--- src/rtl/wrmon_pkg.sv ---
package wrmon_pkg;
  localparam int HDR_W     = 80;
  localparam int ADDR_W    = 42;
  localparam int BYTE_W    = 6;
  localparam int TAG_W     = 16;
  localparam int TYPE_W    = 4;
  localparam int MAX_BEATS = 4;
  localparam int LEFT_W    = $clog2(MAX_BEATS);
  localparam int LO_W      = $clog2(MAX_BEATS);
  localparam int NERR      = 11;
  localparam int CODE_W    = $clog2(NERR + 1);

  // flag bit indices; code = index + 1, lower code has priority
  localparam int EB_LEN    = 0;
  localparam int EB_ALIGN  = 1;
  localparam int EB_MODELN = 2;
  localparam int EB_LINEBY = 3;
  localparam int EB_ZEROBY = 4;
  localparam int EB_LATER  = 5;
  localparam int EB_ORDER  = 6;
  localparam int EB_CTRL   = 7;
  localparam int EB_RSVD   = 8;
  localparam int EB_TRUNC  = 9;
  localparam int EB_ORPHAN = 10;

  localparam logic [TYPE_W-1:0] T_FENCE = 4'h4;
  localparam logic [TYPE_W-1:0] T_INTR  = 4'h6;

  typedef enum logic [1:0] {
    KIND_WRITE = 2'd0,
    KIND_FENCE = 2'd1,
    KIND_INTR  = 2'd2,
    KIND_RSVD  = 2'd3
  } kind_e;

  typedef struct packed {
    logic [BYTE_W-1:0] blen;
    logic [1:0]        vc;
    logic              sop;
    logic              mode;
    logic [1:0]        len;
    logic [TYPE_W-1:0] rtype;
    logic [BYTE_W-1:0] bstart;
    logic [ADDR_W-1:0] addr;
    logic [TAG_W-1:0]  tag;
  } hdr_t;

  function automatic kind_e classify(input logic [TYPE_W-1:0] t);
    if (t <= 4'h2)        return KIND_WRITE;
    else if (t == T_FENCE) return KIND_FENCE;
    else if (t == T_INTR)  return KIND_INTR;
    else                   return KIND_RSVD;
  endfunction

  function automatic int unsigned beats_of(input logic [1:0] code);
    case (code)
      2'd1:    return 2;
      2'd3:    return MAX_BEATS;
      default: return 1;
    endcase
  endfunction

  function automatic logic is_aligned(input logic [1:0] code,
                                      input logic [LO_W-1:0] lo);
    case (code)
      2'd1:    return lo[0] == 1'b0;
      2'd3:    return lo == '0;
      default: return 1'b1;
    endcase
  endfunction

  function automatic logic [CODE_W-1:0] lowest_code(input logic [NERR-1:0] v);
    logic [CODE_W-1:0] c;
    c = '0;
    for (int i = NERR - 1; i >= 0; i--) begin
      if (v[i]) c = CODE_W'(i + 1);
    end
    return c;
  endfunction
endpackage

--- src/rtl/wrmon_decode.sv ---
module wrmon_decode
  import wrmon_pkg::*;
(
  input  logic [TYPE_W-1:0] rtype,
  output kind_e             kind,
  output logic              is_ctrl,
  output logic              is_rsvd
);
  always_comb begin
    kind = classify(rtype);
  end

  assign is_ctrl = (kind == KIND_FENCE) || (kind == KIND_INTR);
  assign is_rsvd = (kind == KIND_RSVD);
endmodule

--- src/rtl/wrmon_rules.sv ---
module wrmon_rules
  import wrmon_pkg::*;
(
  input  logic              opening,
  input  logic              mode,
  input  logic [1:0]        len,
  input  logic [LO_W-1:0]   lo,
  input  logic [BYTE_W-1:0] bstart,
  input  logic [BYTE_W-1:0] blen,
  output logic              bad_len,
  output logic              misalign,
  output logic              mode_len,
  output logic              line_bytes,
  output logic              zero_bytes
);
  logic bytes_used;
  assign bytes_used = (bstart != '0) || (blen != '0);

  assign bad_len    = opening && (len == 2'd2);
  assign misalign   = opening && !is_aligned(len, lo);
  assign mode_len   = opening && mode && (len != 2'd0);
  assign line_bytes = opening && !mode && bytes_used;
  assign zero_bytes = opening && mode && (blen == '0);
endmodule

--- src/rtl/wrmon_burst.sv ---
module wrmon_burst
  import wrmon_pkg::*;
(
  input  logic              clk,
  input  logic              rst_n,
  input  logic              hdr_valid,
  input  logic              is_ctrl,
  input  logic              sop,
  input  logic              mode,
  input  logic [1:0]        len,
  input  logic [LO_W-1:0]   lo,
  input  logic [BYTE_W-1:0] bstart,
  input  logic [BYTE_W-1:0] blen,
  output logic              opening,
  output logic              burst_open,
  output logic              hit_trunc,
  output logic              hit_orphan,
  output logic              hit_later,
  output logic              hit_order,
  output logic              hit_ctrl
);
  logic [LEFT_W-1:0] left_q;
  logic [LO_W-1:0]   next_lo_q;
  logic              framed;
  logic              cont;

  assign burst_open = (left_q != '0);
  assign framed     = hdr_valid && !is_ctrl;
  assign opening    = framed && sop;
  assign cont       = framed && !sop && burst_open;

  assign hit_trunc  = opening && burst_open;
  assign hit_orphan = framed && !sop && !burst_open;
  assign hit_later  = cont && (mode || (bstart != '0) || (blen != '0));
  assign hit_order  = cont && (lo != next_lo_q);
  assign hit_ctrl   = hdr_valid && is_ctrl && burst_open;

  always_ff @(posedge clk or negedge rst_n) begin
    if (!rst_n) begin
      left_q    <= '0;
      next_lo_q <= '0;
    end else if (opening) begin
      left_q    <= LEFT_W'(beats_of(len) - 1);
      next_lo_q <= lo + 1'b1;
    end else if (cont) begin
      left_q    <= left_q - 1'b1;
      next_lo_q <= next_lo_q + 1'b1;
    end
  end


  idle_hold_chk: assert property (@(posedge clk) disable iff (!rst_n)
    !hdr_valid |=> ($stable(left_q) && $stable(next_lo_q)));


  quad_open_chk: assert property (@(posedge clk) disable iff (!rst_n)
    (opening && len == 2'd3) |=> (left_q == LEFT_W'(MAX_BEATS - 1)));


  trunc_restart_chk: assert property (@(posedge clk) disable iff (!rst_n)
    (hit_trunc && len == 2'd0) |=> !burst_open);
endmodule

--- src/rtl/wrmon_log.sv ---
module wrmon_log
  import wrmon_pkg::*;
(
  input  logic              clk,
  input  logic              rst_n,
  input  logic              clr,
  input  logic [NERR-1:0]   hit,
  output logic [NERR-1:0]   flags_q,
  output logic [CODE_W-1:0] first_q
);
  logic [NERR-1:0] flags_d;
  logic [NERR-1:0] first_mask;

  for (genvar i = 0; i < NERR; i++) begin : g_flag
    assign flags_d[i] = clr ? hit[i] : (flags_q[i] | hit[i]);
  end

  always_ff @(posedge clk or negedge rst_n) begin
    if (!rst_n) begin
      flags_q <= '0;
      first_q <= '0;
    end else begin
      flags_q <= flags_d;
      if (clr || first_q == '0) first_q <= lowest_code(hit);
    end
  end

  assign first_mask = (first_q == '0) ? '0
                    : (NERR'(1) << (first_q - CODE_W'(1)));


  sticky_hold_chk: assert property (@(posedge clk) disable iff (!rst_n)
    !$past(clr) |-> ((flags_q & $past(flags_q)) == $past(flags_q)));


  first_pair_chk: assert property (@(posedge clk) disable iff (!rst_n)
    ((first_q != '0) == (flags_q != '0)));


  first_bit_chk: assert property (@(posedge clk) disable iff (!rst_n)
    (first_q != '0) |-> ((first_mask & flags_q) == first_mask));
endmodule

--- src/rtl/wrmon_top.sv ---
module wrmon_top
  import wrmon_pkg::*;
(
  input  logic                 clk,
  input  logic                 rst_n,
  input  logic                 clr,
  input  logic                 hdr_valid,
  input  logic [HDR_W-1:0]     hdr,
  output logic [1:0]           req_kind,
  output logic                 burst_open,
  output logic [NERR-1:0]      err_flags,
  output logic [CODE_W-1:0]    first_err
);
  hdr_t            h;
  kind_e           kind;
  logic            is_ctrl;
  logic            is_rsvd;
  logic            opening;
  logic            bad_len, misalign, mode_len, line_bytes, zero_bytes;
  logic            hit_trunc, hit_orphan, hit_later, hit_order, hit_ctrl;
  logic [NERR-1:0] hit;
  logic            unused_fields;

  assign h             = hdr;
  assign unused_fields = ^{h.vc, h.tag, h.addr[ADDR_W-1:LO_W]};

  wrmon_decode u_decode (
    .rtype   (h.rtype),
    .kind    (kind),
    .is_ctrl (is_ctrl),
    .is_rsvd (is_rsvd)
  );

  wrmon_burst u_burst (
    .clk        (clk),
    .rst_n      (rst_n),
    .hdr_valid  (hdr_valid),
    .is_ctrl    (is_ctrl),
    .sop        (h.sop),
    .mode       (h.mode),
    .len        (h.len),
    .lo         (h.addr[LO_W-1:0]),
    .bstart     (h.bstart),
    .blen       (h.blen),
    .opening    (opening),
    .burst_open (burst_open),
    .hit_trunc  (hit_trunc),
    .hit_orphan (hit_orphan),
    .hit_later  (hit_later),
    .hit_order  (hit_order),
    .hit_ctrl   (hit_ctrl)
  );

  wrmon_rules u_rules (
    .opening    (opening),
    .mode       (h.mode),
    .len        (h.len),
    .lo         (h.addr[LO_W-1:0]),
    .bstart     (h.bstart),
    .blen       (h.blen),
    .bad_len    (bad_len),
    .misalign   (misalign),
    .mode_len   (mode_len),
    .line_bytes (line_bytes),
    .zero_bytes (zero_bytes)
  );

  always_comb begin
    hit            = '0;
    hit[EB_LEN]    = bad_len;
    hit[EB_ALIGN]  = misalign;
    hit[EB_MODELN] = mode_len;
    hit[EB_LINEBY] = line_bytes;
    hit[EB_ZEROBY] = zero_bytes;
    hit[EB_LATER]  = hit_later;
    hit[EB_ORDER]  = hit_order;
    hit[EB_CTRL]   = hit_ctrl;
    hit[EB_RSVD]   = hdr_valid && is_rsvd;
    hit[EB_TRUNC]  = hit_trunc;
    hit[EB_ORPHAN] = hit_orphan;
  end

  wrmon_log u_log (
    .clk     (clk),
    .rst_n   (rst_n),
    .clr     (clr),
    .hit     (hit),
    .flags_q (err_flags),
    .first_q (first_err)
  );

  assign req_kind = kind;


  idle_quiet_chk: assert property (@(posedge clk) disable iff (!rst_n)
    (!hdr_valid && !clr) |=> $stable(err_flags));


  ctrl_keeps_burst_chk: assert property (@(posedge clk) disable iff (!rst_n)
    (hdr_valid && is_ctrl) |=> $stable(burst_open));
endmodule

--- config.mk ---
export PLATFORM = sky130hd
export DESIGN_NAME = wrmon_top
export DESIGN_NICKNAME = d
export VERILOG_FILES = /design/src/rtl/wrmon_pkg.sv /design/src/rtl/wrmon_decode.sv /design/src/rtl/wrmon_rules.sv /design/src/rtl/wrmon_burst.sv /design/src/rtl/wrmon_log.sv /design/src/rtl/wrmon_top.sv
export SDC_FILE = /design/constraint.sdc
export NUM_CORES = 1
export LEC_CHECK = 0
export BUFFER_PORTS_ARGS = -buffer_cell sky130_fd_sc_hd__buf_2
export CAP_MARGIN = 20
export CORE_MARGIN = 4
export CORE_UTILIZATION = 38
export DETAILED_ROUTE_END_ITERATION = 10
export PLACE_DENSITY = 0.88
export SYNTH_ARGS = -nofsm -noshare
export SYNTH_HDL_FRONTEND = slang
export SYNTH_SLANG_ARGS = --single-unit
--- constraint.sdc ---
create_clock -name clk -period 1.8 [get_ports clk]
set_input_delay 0.18 -clock clk [delete_from_list [all_inputs] [get_ports clk]]
set_output_delay 0.18 -clock clk [all_outputs]
set_load 0.005 [all_outputs]
---- Yosys cells after proc, flatten, opt, wreduce, memory -nomap -nowiden ----
Index checks and enable logic that the tools add are counted.
storage, ports and cells
  flip-flop bits (word level) ............. 19
  input port bits ......................... 84
  logic and storage cells ................. 98
cells by class
  add/sub/neg operators ................... 4
  $lt $le $gt $ge ......................... 1
  equal/unequal tests ..................... 9
  mux-type cells .......................... 32
  bitwise logic cells ..................... 12
  reduce and logical (&&, ||, !) cells .... 36
operators with widths
  cell                 number
  $mux 4               11
  $logic_and 1x1->1    18
  $mux 2               7
  $mux 1               12
  $reduce_bool 6->1    2
  $or 1x1->1           11
  $eq 2x2->1 const B   4
  $eq 4x3->1 const B   2
  $logic_not 6->1      1
  $reduce_bool 2->1    3
  $logic_not 1->1      5
  $logic_or 1x1->1     5
  $add 2x1->2 const B  2
  $eq 2x1->1 const B   2
  $le 4x2->1 const B   1
  $logic_not 4->1      1
  $pmux 2 s2           1
  $sub 2x1->2 const B  2
  $logic_not 2->1      1
  $ne 2x2->1           1
  $pmux 1 s2           1
  $not 1->1            1

---- Longest topological paths before layout ----
  depth in word-level cells ............... 21
  mapped depth ............................ 9
  depth with buffers taken out ............ 8

---- Cells and area by module ----
Synthesis repeated with hierarchy kept, for this count alone.
second synthesis, totals
  cell total of the unflattened synthesis .. 117
  area total of the unflattened synthesis .. 1072.3 µm²
by module, submodules not included
  module        times used  cells each  area each (µm²)
  wrmon_log     1           53          621.8
  wrmon_burst   1           41          321.6
  wrmon_rules   1           16          78.8
  wrmon_decode  1           6           43.8
  wrmon_top     1           1           6.3

---- Worst setup path after synthesis ----
OpenSTA, ideal clock, no wires.
  path kind ............................... input to register
  start point ............................. in hdr[66]
  end point ............................... reg u_log.first_q[3]
  arrival time ............................ 1.840 ns
  data required time ...................... 1.669 ns
  setup slack ............................. -0.171 ns
  stages .................................. 8
  path buffers ............................ 0
  cells stage by stage .................... nor2b_1 > a211o_1 > ha_1 > nand2b_1 > nor3_4 > a21oi_2 > a211oi_2 > o41ai_2
on the way
  word-level cells in the longest chain between the ends .. 21
  elaborated cells on any way between the ends .. 40
  classes of those cells .................. order compare: 1; eq/ne: 5; mux: 14; reduce/logical: 20
RTL lines
  what                                             RTL line                              source
  from (decl)                                      wrmon_top.sv:8                        input logic [HDR_W-1:0] hdr,
  $eq 4x3->1                                       wrmon_pkg.sv:51                       else if (t == T_INTR) return KIND_INTR;
  $mux 1                                           wrmon_pkg.sv:51
  $mux 2                                           wrmon_pkg.sv:50                       else if (t == T_FENCE) return KIND_FENCE;
  $mux 2 *                                         wrmon_pkg.sv:49                       if (t <= 4'h2) return KIND_WRITE;
  net req_kind[0]                                  wrmon_top.sv:9                        output logic [1:0] req_kind,
  $eq 2x1->1 / $eq 2x2->1 (equally long branches)  wrmon_decode.sv:13                    assign is_ctrl = (kind == KIND_FENCE) || (kind == KIND_INTR);
  $logic_or 1x1->1                                 wrmon_decode.sv:13
  $logic_not 1->1                                  wrmon_burst.sv:28                     assign framed = hdr_valid && !is_ctrl;
  $logic_and 1x1->1                                wrmon_burst.sv:28
  $logic_and 1x1->1                                wrmon_burst.sv:30, wrmon_burst.sv:33
  $logic_and 1x1->1                                wrmon_burst.sv:33                     assign hit_orphan = framed && !sop && !burst_open;
  $mux 4 (10 in a row)                             wrmon_pkg.sv:76                       if (v[i]) c = CODE_W'(i + 1);
  $mux 4 *                                         wrmon_pkg.sv:76
  to (signal assigned)                             wrmon_log.sv:24                       if (clr || first_q == '0) first_q <= lowest_code(hit);
  to (decl)                                        wrmon_log.sv:9                        output logic [CODE_W-1:0] first_q
Mark *: on every way through the listed nets, which the timed path passes. The rest lies on a longest branch.
A chain may end at the register's enable or synchronous reset.

---- Final worst setup path ----
  start point ............................. in hdr[66]
  end point ............................... reg u_log.first_q[1]
on the way
  word-level cells in the longest chain between the ends .. 21
  elaborated cells on any way between the ends .. 40
  classes of those cells .................. order compare: 1; eq/ne: 5; mux: 14; reduce/logical: 20
RTL lines
  what                                             RTL line
  $eq 4x3->1                                       wrmon_pkg.sv:51
  $mux 1                                           wrmon_pkg.sv:51
  $mux 2                                           wrmon_pkg.sv:50
  $mux 2 *                                         wrmon_pkg.sv:49
  $eq 2x1->1 / $eq 2x2->1 (equally long branches)  wrmon_decode.sv:13
  $logic_or 1x1->1                                 wrmon_decode.sv:13
  $logic_not 1->1                                  wrmon_burst.sv:28
  $logic_and 1x1->1                                wrmon_burst.sv:28
  $logic_and 1x1->1                                wrmon_burst.sv:30, wrmon_burst.sv:33
  $logic_and 1x1->1                                wrmon_burst.sv:33
  $mux 4 (10 in a row)                             wrmon_pkg.sv:76
  $mux 4 *                                         wrmon_pkg.sv:76
Mark *: on every way between the ends. The rest lies on a longest branch, timed or not.

==> flow_metrics.py <==
metrics = {
    "final_layout": {
        "seqCellArea_sq_um": 475,
        "diodes": 0,
        "drive_above_1_share_pct": 39.9,
        "finalNetCount": 269,
        "area_growth_pct": 32.9,
        "nFillCells": 270,
        "fin_util_pct": 54.7,
        "final_area_sq_um": 1560,
        "multiInputGateArea_sq_um": 664,
    },
    "synth": {
        "syn-cell-area_sq_um": 1170,
        "synth.distinct_cells": 47,
        "syn_nets": 213,
        "ys_seq_elements": 19,
        "synth_top_area_share_pct": 40.5,
        "synthCells": 128,
        "yosysSeqAreaShare_pct": 40.5,
        "synth_edf_count": 0,
        "async_reset_ff_share_pct": 100,
        "avgSynthCellArea_sq_um": 9.18,
        "yosys_warnings": 0,
        "synth_area_leader_cell": "dfrtp_1",
        "synth_flop_cell": "dfrtp_1",
        "ys_top_cells_by_count": "19 x dfrtp_1, 12 x o21ai_0, 11 x nor2_1",
        "yosysMostFrequentCell": "dfrtp_1",
        "synth_area_leaders": "dfrtp_1 40%, o21ai_0 5.1%, nor2_1 3.5%",
    },
    "placed_design": {
        "dp_hpwl_um": 2290,
        "io_buffer_count": 43,
        "gp_congestion": 0.872,
        "place_area_sq_um": 1520,
    },
    "die": {
        "start_util_pct": 41.2,
        "pin_count": 102,
        "die-area_sq_um": 4050,
        "core_area_sq_um": 2850,
        "rows": 19,
        "die_w_um": 63.6,
        "fp.dieH_um": 63.6,
    },
    "setup_path": {
        "crit_cells": 9,
        "worstPathArrival_ps": 1880,
        "cp_top_family": "simple AND/OR/NAND/NOR gates",
        "r2r_start": "u_burst.left_q[0]",
        "crit_slowest_cell": "nor3_4",
        "crit_buf_inv": 1,
        "required_ps": 2040,
        "r2r_slack_ps": 210,
        "worstReg2RegEnd": "u_log.first_q[1]",
        "startpoint_type": "primary input",
        "crit_end": "u_log.first_q[1]",
        "critPathLaunch": "hdr[66]",
        "critPathMaxFanout": 6,
        "critPathCaptureType": "flop",
        "rr_worst_depth": 6,
        "slowest_delay_ps": 290,
        "crit_type": "primary input to flop",
        "crit_path_cell_trace": "buf_2 > nor2b_1 > a211o_1 > ha_4 > nand2b_4 > nor3_4 > nand2_1 > a31o_2 > o21ai_0",
    },
    "drt": {
        "drtPass1Iterations": 4,
        "wl_met2_um": 1300,
        "first_iter_violations": 41,
        "ant_nets": 0,
        "routed_wl_um": 2930,
        "wl_met1_um": 1320,
        "drc_errors": 0,
        "vias": 1162,
        "wl_per_cell_um": 13.7,
        "dr_wl_met3_um": 252,
        "via_per_inst": 5.43,
        "maxUsedRoutingLayer": "met4",
    },
    "timing": {
        "drv_slew": 0,
        "layout_min_cycle_time_ps": 1640,
        "hold_viol_final": 0,
        "max_slew.worst_pin.slew_ps": 438,
        "whs_ps": 130,
        "min_period_over_period_pct": 91.0,
        "fmax_mhz": 610,
        "relSlewSlack_pct": 70.5,
        "setup_violations": 0,
        "rsz0062_at_grt": "no",
        "skew_ps": 1.75,
    },
    "min_path": {
        "hp-class": "primary input to flop",
    },
    "run": {
        "max-cap-violations": 0,
    },
    "cts": {
        "cts_num_sinks": 19,
        "post_cts_buffers": 0,
        "cts_max_level": 1,
        "numCtsBuffers": 3,
        "clockBufferDepth": 2,
        "clk_pin_slew_ps": 110,
        "clk_latency_ps": 310,
        "cts-root-buf": "clkbuf_4",
        "tritoncts": "built",
    },
    "global_routing": {
        "grt_pass1_vias": 1084,
        "grt_util_all_layers_pct": 15.0,
        "grt_first_pass_wirelength_um": 4860,
        "antenna_found_initial": 0,
        "grt_overflow_total": 0,
        "grt_max_degree": 20,
    },
    "outcome": {
        "outcome": "finished, final reports clean",
    },
    "power_and_ir_drop": {
        "power_density_nw_per_um2": 908,
        "power.total_mw": 1.42,
        "leakagePower_nw": 0.750,
        "ir_drop_uv": 367,
    },
}
==> flip-flops by register name, summed over array words and instances (netlist names) <==
register,cells
u_log.first_q,4
u_burst.next_lo_q,2
u_burst.left_q,2
u_log.flags_q,11
==> worst min path at each step <==
stage | from | end | slack, ps | depth (start not counted)
4_1_cts | hdr[16] | u_burst.next_lo_q[0] | 130 | 2
6_report | hdr[16] | u_burst.next_lo_q[0] | 130 | 2
3_5_place_dp | rst_n | u_log.flags_q[5] | 140 | 1
5_1_grt | hdr[16] | u_burst.next_lo_q[0] | 130 | 2
2_1_floorplan | rst_n | u_burst.left_q[0] | -120 | 0
3_3_place_gp | rst_n | u_log.flags_q[5] | 140 | 1
==> logic make-up (layout without fill, tap and decap cells) <==
| group | count (synthesis) | count (layout) | share of synthesized area, % |
|---|---|---|---|
| AOI/OAI and AO/OA | 44 | 44 | 26.4 |
| xor gates and xnor gates | 7 | 7 | 5.22 |
| adders and majority gates | 1 | 1 | 1.06 |
| buffers and inverters | 14 | 69 | 5.00 |
| DFF | 19 | 19 | 40.5 |
| muxes | 1 | 1 | 0.852 |
| and+or+nand+nor | 42 | 42 | 21.0 |
==> stage by stage <==
| stage | setup TNS [ps] | std cells | setup slack [ps] |
|---|---|---|---|
| 2_1_floorplan | 0 | 128 | 21.5 |
| 3_3_place_gp | -734 | 209 | -163 |
| 3_5_place_dp | -788 | 209 | -174 |
| 4_1_cts | 0 | 214 | 155 |
| 5_1_grt | 0 | 214 | 22.0 |
| 6_report | 0 | 214 | 161 |
==> final cells by class <==
cell class                 instances  area share [%]
clock inverter                     1           0.481
timing repair buffer              57            20.7
clock buffer                       3            1.44
inverter                           8            1.92
multi-input combinational         95            42.5
tap                               31            2.48
sequential                        19            30.4
==> timing repair <==
item	CTS	global route
gates resized for setup	0	1
hold endpoints to repair	19	0
endpoints found under the setup margin	0	1
hold buffers	1	0
==> layout by cell type, fill, tap and decap left out, types with 2 or more instances in the layout <==
cell / instances
nor3_1: 2
nand2b_1: 2
inv_1: 7
dfrtp_1: 19
xor2_1: 3
a22o_1: 3
clkbuf_4: 3
o21ai_0: 12
a21oi_1: 8
xnor2_1: 4
nor4_1: 4
buf_2: 43
buf_4: 13
nor2b_1: 3
nand2_1: 10
a31oi_1: 2
nor2_1: 11
nand4_1: 2
==> per-layer routing <==
| layer | vias up | track usage (%) |
|---|---|---|
| li1 | 578 | - |
| met1 | 528 | 19.9 |
| met2 | 49 | 23.2 |
| met3 | 7 | 3.37 |
| met4 | 0 | 6.74 |
| met5 | - | 0 |
==> worst register-to-register path, cell delays in order (launching register included) <==
cell and delay, ps:
dfrtp_1 450, nor2_4 190, inv_1 160, nor4_1 270, a31oi_1 70, a31o_2 260
o21ai_0 120
==> report_power, final <==
| part | switching [mW] | internal [mW] |
|---|---|---|
| Sequential | 0.0854 | 0.526 |
| Combinational | 0.295 | 0.280 |
| Clock | 0.145 | 0.0849 |
Power figures use the tool's default switching activity.
